==> src/rtl/bcr_pkg.sv <==
// Shared types for the bit-timing recovery loop.
// Assumes: one report per detected transition, valid for one clock.
package bcr_pkg;

    // Kind of phase correction chosen for a transition
    typedef enum logic [1:0] {
        CORR_NONE = 2'd0,
        CORR_SLOW = 2'd1,
        CORR_FAST = 2'd2
    } corr_kind_e;

    // Per-clock report handed to the lock monitor
    typedef struct packed {
        logic seen;   // a transition was detected this clock
        logic near;   // its phase error magnitude was at most one step
    } edge_rpt_t;

endpackage

==> src/rtl/bcr_rx_sync.sv <==
// Brings the asynchronous data input into the clock domain and flags
// transitions of the synchronized value.
// Assumes: STAGES >= 2; the flag is valid for the single clock after
// the synchronized value changes.
module bcr_rx_sync #(
    parameter int STAGES = 2
) (
    input  logic clk,
    input  logic rst_n,
    input  logic din,
    output logic dout,
    output logic edge_seen
);

    logic [STAGES:0] pipe_q;

    // Shift the input through the synchronizer plus one history flop
    always_ff @(posedge clk) begin
        if (!rst_n) pipe_q <= '0;
        else        pipe_q <= {pipe_q[STAGES-1:0], din};
    end

    assign dout      = pipe_q[STAGES-1];
    assign edge_seen = pipe_q[STAGES] ^ pipe_q[STAGES-1];

endmodule

==> src/rtl/bcr_phase_corrector.sv <==
// Turns the phase count at a transition into a signed error and works
// out the corrected count for the next clock.
// Assumes: the nominal transition position is count 0, and a correction
// replaces the normal +1 advance on that clock.
module bcr_phase_corrector
    import bcr_pkg::*;
#(
    parameter int PHASE_W  = 4,
    parameter int M0_LIMIT = 2
) (
    input  logic [PHASE_W-1:0] phase,
    input  logic               fast_en,
    input  logic               lock_sel,
    output logic [PHASE_W-1:0] phase_fix,
    output logic               near
);

    localparam int STEPS = 1 << PHASE_W;
    localparam int HALF  = STEPS / 2;
    localparam logic [PHASE_W:0]        SPAN = (PHASE_W+1)'(STEPS);
    localparam logic signed [PHASE_W:0] LIM  = (PHASE_W+1)'(M0_LIMIT);
    localparam logic signed [PHASE_W:0] POS1 = (PHASE_W+1)'(1);
    localparam logic signed [PHASE_W:0] NEG1 = -POS1;

    logic signed [PHASE_W:0] err;
    logic signed [PHASE_W:0] step;
    logic        [PHASE_W:0] mag;
    corr_kind_e              kind;

    // Signed error: upper half of the bit counts as a late local clock
    always_comb begin
        if (int'(phase) < HALF) err = $signed({1'b0, phase});
        else                    err = $signed({1'b0, phase} - SPAN);
        mag  = err[PHASE_W] ? $unsigned(-err) : $unsigned(err);
        near = (mag <= (PHASE_W+1)'(1));
    end

    // Choose the correction kind from error size and mode inputs
    always_comb begin
        if (err == '0)               kind = CORR_NONE;
        else if (!fast_en || near)   kind = CORR_SLOW;
        else                         kind = CORR_FAST;
    end

    // Size the step for the chosen kind
    always_comb begin
        case (kind)
            CORR_SLOW: step = err[PHASE_W] ? NEG1 : POS1;
            CORR_FAST: begin
                if (lock_sel)         step = err;
                else if (err > LIM)   step = LIM;
                else if (err < -LIM)  step = -LIM;
                else                  step = err;
            end
            default:   step = '0;
        endcase
        phase_fix = PHASE_W'({1'b0, phase} + $unsigned(POS1) - $unsigned(step));
    end

endmodule

==> src/rtl/bcr_lock_mon.sv <==
// Tracks runs of small and large phase errors and holds the lock flag.
// Assumes: at most one report per clock; reports without a transition
// leave all state unchanged.
module bcr_lock_mon
    import bcr_pkg::*;
#(
    parameter int GOOD_RUN = 8,
    parameter int BAD_RUN  = 4
) (
    input  logic      clk,
    input  logic      rst_n,
    input  edge_rpt_t rpt,
    output logic      locked
);

    localparam int GW = $clog2(GOOD_RUN + 1);
    localparam int BW = $clog2(BAD_RUN + 1);

    logic [GW-1:0] good_q;
    logic [BW-1:0] bad_q;

    // Count consecutive good or bad transitions and set or clear the flag
    always_ff @(posedge clk) begin
        if (!rst_n) begin
            good_q <= '0;
            bad_q  <= '0;
            locked <= 1'b0;
        end else if (rpt.seen) begin
            if (rpt.near) begin
                bad_q <= '0;
                if (good_q != GW'(GOOD_RUN)) good_q <= good_q + 1'b1;
                if (good_q == GW'(GOOD_RUN - 1)) locked <= 1'b1;
            end else begin
                good_q <= '0;
                if (bad_q != BW'(BAD_RUN)) bad_q <= bad_q + 1'b1;
                if (bad_q == BW'(BAD_RUN - 1)) locked <= 1'b0;
            end
        end
    end

    AST_LOCK_RISE: assert property (@(posedge clk) disable iff (!rst_n)
        $rose(locked) |-> $past(rpt.seen && rpt.near));
    AST_LOCK_FALL: assert property (@(posedge clk) disable iff (!rst_n)
        $fell(locked) |-> $past(rpt.seen && !rpt.near));
    AST_LOCK_QUIET: assert property (@(posedge clk) disable iff (!rst_n)
        !rpt.seen |=> $stable(locked));

endmodule

==> src/rtl/rx_bit_timing_dpll.sv <==
// Receive bit-timing recovery loop. A phase counter runs through one
// bit period per wrap and is pulled toward each detected data transition.
// The top half of the count drives the recovered clock, and data is
// captured as the count enters the top half.
// Assumes: clk runs at 2**PHASE_W times the bit rate; mode inputs are
// quasi-static.
module rx_bit_timing_dpll
    import bcr_pkg::*;
#(
    parameter int PHASE_W       = 4,
    parameter int SYNC_STAGES   = 2,
    parameter int M0_STEP_LIMIT = 2,
    parameter int LOCK_GOOD_RUN = 8,
    parameter int LOCK_BAD_RUN  = 4
) (
    input  logic clk,
    input  logic rst_n,
    input  logic rx_data_in,
    input  logic fast_corr_en,
    input  logic lock_mode_sel,
    output logic rx_bit_out,
    output logic rx_bit_clk,
    output logic phase_locked
);

    localparam int STEPS = 1 << PHASE_W;
    localparam int MSB   = PHASE_W - 1;

    logic               data_s;
    logic               edge_s;
    logic               near;
    logic [PHASE_W-1:0] phase_q;
    logic [PHASE_W-1:0] phase_d;
    logic [PHASE_W-1:0] phase_fix;
    edge_rpt_t          rpt;

    bcr_rx_sync #(
        .STAGES (SYNC_STAGES)
    ) i_sync (
        .clk       (clk),
        .rst_n     (rst_n),
        .din       (rx_data_in),
        .dout      (data_s),
        .edge_seen (edge_s)
    );

    bcr_phase_corrector #(
        .PHASE_W  (PHASE_W),
        .M0_LIMIT (M0_STEP_LIMIT)
    ) i_corr (
        .phase     (phase_q),
        .fast_en   (fast_corr_en),
        .lock_sel  (lock_mode_sel),
        .phase_fix (phase_fix),
        .near      (near)
    );

    // Report every transition and its error class to the lock monitor
    always_comb begin
        rpt.seen = edge_s;
        rpt.near = near;
    end

    bcr_lock_mon #(
        .GOOD_RUN (LOCK_GOOD_RUN),
        .BAD_RUN  (LOCK_BAD_RUN)
    ) i_lock (
        .clk    (clk),
        .rst_n  (rst_n),
        .rpt    (rpt),
        .locked (phase_locked)
    );

    // Next phase: corrected on a transition, otherwise a plain advance
    always_comb begin
        phase_d = edge_s ? phase_fix : PHASE_W'(phase_q + 1'b1);
    end

    // Phase counter register
    always_ff @(posedge clk) begin
        if (!rst_n) phase_q <= '0;
        else        phase_q <= phase_d;
    end

    // Capture the data bit as the phase enters the upper half
    always_ff @(posedge clk) begin
        if (!rst_n)                           rx_bit_out <= 1'b0;
        else if (phase_d[MSB] && !phase_q[MSB]) rx_bit_out <= data_s;
    end

    assign rx_bit_clk = phase_q[MSB];

    AST_FULL_STEP: assert property (@(posedge clk) disable iff (!rst_n)
        (edge_s && fast_corr_en && lock_mode_sel) |=> (phase_q == PHASE_W'(1)));
    AST_M0_LIMIT: assert property (@(posedge clk) disable iff (!rst_n)
        (edge_s && !lock_mode_sel) |=>
        ((int'(PHASE_W'($past(phase_q) + 1'b1 - phase_q)) <= M0_STEP_LIMIT) ||
         (int'(PHASE_W'($past(phase_q) + 1'b1 - phase_q)) >= STEPS - M0_STEP_LIMIT)));
    AST_SLOW_ONLY: assert property (@(posedge clk) disable iff (!rst_n)
        (edge_s && !fast_corr_en) |=>
        ((int'(PHASE_W'($past(phase_q) + 1'b1 - phase_q)) <= 1) ||
         (int'(PHASE_W'($past(phase_q) + 1'b1 - phase_q)) >= STEPS - 1)));
    AST_FREE_RUN: assert property (@(posedge clk) disable iff (!rst_n)
        !edge_s |=> (phase_q == PHASE_W'($past(phase_q) + 1'b1)));
    AST_BIT_HOLD: assert property (@(posedge clk) disable iff (!rst_n)
        !$rose(rx_bit_clk) |-> $stable(rx_bit_out));

endmodule

==> config.mk <==
export PLATFORM = sky130hd
export DESIGN_NAME = rx_bit_timing_dpll
export DESIGN_NICKNAME = d
export VERILOG_FILES = /design/src/rtl/bcr_pkg.sv /design/src/rtl/bcr_rx_sync.sv /design/src/rtl/bcr_phase_corrector.sv /design/src/rtl/bcr_lock_mon.sv /design/src/rtl/rx_bit_timing_dpll.sv
export SDC_FILE = /design/constraint.sdc
export NUM_CORES = 1
export LEC_CHECK = 0
export CORE_UTILIZATION = 61
export CTS_CLUSTER_SIZE = 40
export DETAILED_ROUTE_END_ITERATION = 8
export DONT_BUFFER_PORTS = 1
export GPL_ROUTABILITY_DRIVEN = 1
export PLACE_DENSITY = 0.75
export SLEW_MARGIN = 30
export SYNTH_ARGS = -nofsm -noshare
export SYNTH_HDL_FRONTEND = slang
export SYNTH_HIERARCHICAL = 1
export SYNTH_SLANG_ARGS = --single-unit
export TNS_END_PERCENT = 30
==> constraint.sdc <==
create_clock -name clk -period 3.9 [get_ports clk]
set_input_delay 0.195 -clock clk [delete_from_list [all_inputs] [get_ports clk]]
set_output_delay 0.195 -clock clk [all_outputs]
set_load 0.02 [all_outputs]
==> results.tsv <==
metric	value	unit
synth-seq-area-share	0.282	
critPathKind	reg -> reg	
portBuffers	0	
cp-start-kind	flop	
firstDrtPassIters	4	
die_x	45.1	microns
layout_common_cells	dfxtp_1 (16), inv_1 (15), nand2_1 (12), ha_1 (12), nand3_1 (6)	
vias_per_cell	5.72	
insertion_delay	280	ps
start_util	0.657	
leakagePower	0.479	nW
max-clock-path-buffers	2	
area_growth_syn_to_layout	3.31	%
switching_share	0.357	
pin_count	8	
synth_edf_count	0	
p_per_area	371	nW/um^2
hold_buffers	0	
multi_input_area	727	sq um
synthMuxAreaShare	0.0353	
die_h	45.1	microns
drive_gt1_frac	0.0827	
cts.clk_slew.worst_paths	80	ps
h-tree-depth	1	
cts_made_buffers	3	
async_flop_share	0	
peakVddDrop	0.000238	V
drt-total-wl	1900	microns
status	complete, no violations	
critPathMaxFanout	7	
n_antenna_cell	0	
synth_simple_gate_area_frac	0.230	
wl_per_cell	12.0	microns
antenna_found_initial	0	
dieArea	2040	sq um
final_util	0.679	
ctsRootBufferMaster	clkbuf_4	
r2r_slack	630	ps
cts_tree	yes	
p_clk_frac	0.191	
cts_setup_buffers	0	
maxSlewHeadroom	0.520	
worstPathArrival	3410	ps
drtIter0Drc	16	
fin_skew	1.69	ps
layout.cells.most_common	dfxtp_1	
min_period_over_period	0.839	
syn_area_per_cell	8.60	sq um
core	1730	sq um
worstSetupEndpointType	flop	
ctsResizeCount	0	
ant_nets	0	
drv_cap	0	
setup_viol	0	
drc	0	
grt-ovfl-total	0	
synth_warnings	6	
fin_crit	3270	ps
worst-endpoint-required	4040	ps
regArea	320	sq um
num_vias	903	
synth_top_family_by_area	simple AND/OR/NAND/NOR gates	
ys.flop_type	dfxtp_1	
tns	0	ps
grt_max_degree	19	
switching_power	0.155	mW
first_global_vias	775	
min_path_type	in -> reg	
ys_ff_latch	16	
synthXorXnorAreaFrac	0.0309	
synth-compound-area-share	0.194	
gp_congestion	0.924	
p_int	0.279	mW
fill_cells	153	
grt_pass1_wl	3240	microns
rows	15	
final_hold_viol_count	0	
grtUsageTotal	0.219	
rsz0062_at_grt	no	
synthCells	132	
synthAdderAreaFrac	0.150	
synth_area	1130	sq um
finalInstanceArea	1170	sq um
yosysUniqueCellTypes	43	
cts_sinks	16	
fin_nets	153	
power_frac_seq	0.447	
pwr-share-comb	0.362	
tightest_slew	718	ps
place_hpwl	1450	microns
syn_nets	150	
placed_area	1150	sq um
max_freq	306	MHz
slew_viol_final	0	
cell usage after synthesis (2+ instances only):
| cell type | number | area share |
|---|---|---|
| dfxtp_1 | 16 | 0.28 |
| inv_1 | 15 | 0.050 |
| ha_1 | 12 | 0.13 |
| nand2_1 | 12 | 0.040 |
| nand3_1 | 6 | 0.026 |
| and2_1 | 5 | 0.028 |
| o21ai_0 | 5 | 0.022 |
| mux2i_1 | 4 | 0.035 |
| nor2_1 | 4 | 0.013 |
| o21ai_1 | 4 | 0.018 |
| a21oi_1 | 3 | 0.013 |
| a31oi_1 | 3 | 0.017 |
| nand2b_1 | 3 | 0.017 |
| nand4b_1 | 3 | 0.023 |
| or3_1 | 3 | 0.017 |
| xor2_1 | 3 | 0.023 |
| a21boi_0 | 2 | 0.013 |
| buf_6 | 2 | 0.020 |
| nor2b_1 | 2 | 0.011 |
| nor3_1 | 2 | 0.0088 |
power by group through the flow:
stage | clock network, mW | registers [mW] | logic [mW]
2_1_floorplan | 0 | 0.193 | 0.134
3_3_place_gp | 0 | 0.198 | 0.150
3_5_place_dp | 0 | 0.198 | 0.157
4_1_cts | 0.0875 | 0.194 | 0.159
5_1_grt | 0.0949 | 0.197 | 0.181
6_report | 0.0831 | 0.194 | 0.157
worst paths after layout:
kind | from | end | cells after the start
worst max-delay path | phase_q[1]$_SDFF_PN0_ | rx_bit_out$_SDFFE_PN0P_ | 15
worst min-delay path | rst_n | i_lock/bad_q[2]$_SDFFE_PN0P_ | 1
worst max register to register | phase_q[1]$_SDFF_PN0_ | rx_bit_out$_SDFFE_PN0P_ | 15
worst min register to register | i_sync/pipe_q[0]$_SDFF_PN0_ | i_sync/pipe_q[1]$_SDFF_PN0_ | 1
metrics by stage:
step,hold slack [ps],instances,worst slack [ps],total power [mW]
floorplan,317,132,952,0.328
global placement,315,155,752,0.348
detailed placement,319,155,627,0.356
CTS,17.8,158,612,0.440
global route,5.91,158,345,0.473
finish,26.8,158,629,0.435
registers in the layout, summed over array words and instances (netlist names):
register and count:
i_lock/bad_q 3, rx_bit_out 1, i_sync/pipe_q 3, phase_q 4, i_lock/locked 1, i_lock/good_q 4
routing by layer:
layer,GRT usage,up-vias,wire length (microns),share of wire
met3,0.0640,4,63,0.033
met2,0.339,15,876,0.46
met4,0.0545,0,20,0.011
met5,0,-,0,0
met1,0.298,418,935,0.49
li1,-,466,-,-
critical path, cell delays in order (launching register included):
cell,delay [ps]
dfxtp_1,440
inv_1,170
ha_1,360
nand4bb_2,150
o211ai_2,120
a31oi_4,210
mux2i_1,230
ha_1,250
inv_1,60
ha_1,130
inv_1,40
fa_1,360
xor2_1,180
and4b_1,190
o21ai_1,130
o311ai_1,110
cell families (layout without fill, tap and decap cells):
kind of cell,Yosys count,count (layout)
adder cells (fa/ha/maj),13,13
flip-flops,16,16
multiplexers,4,4
buffers and inverters,19,20
AO/OA/AOI/OAI,30,30
AND/OR/NAND/NOR,46,46
XOR/XNOR,4,4
final cells by class:
type / count / share of cell area
inverter: 15 / 0.0480
timing repair buffer: 2 / 0.0128
multi-input combinational: 97 / 0.620
clock buffer: 3 / 0.0192
tap: 25 / 0.0267
sequential: 16 / 0.273
Power figures use the tool's default switching activity.
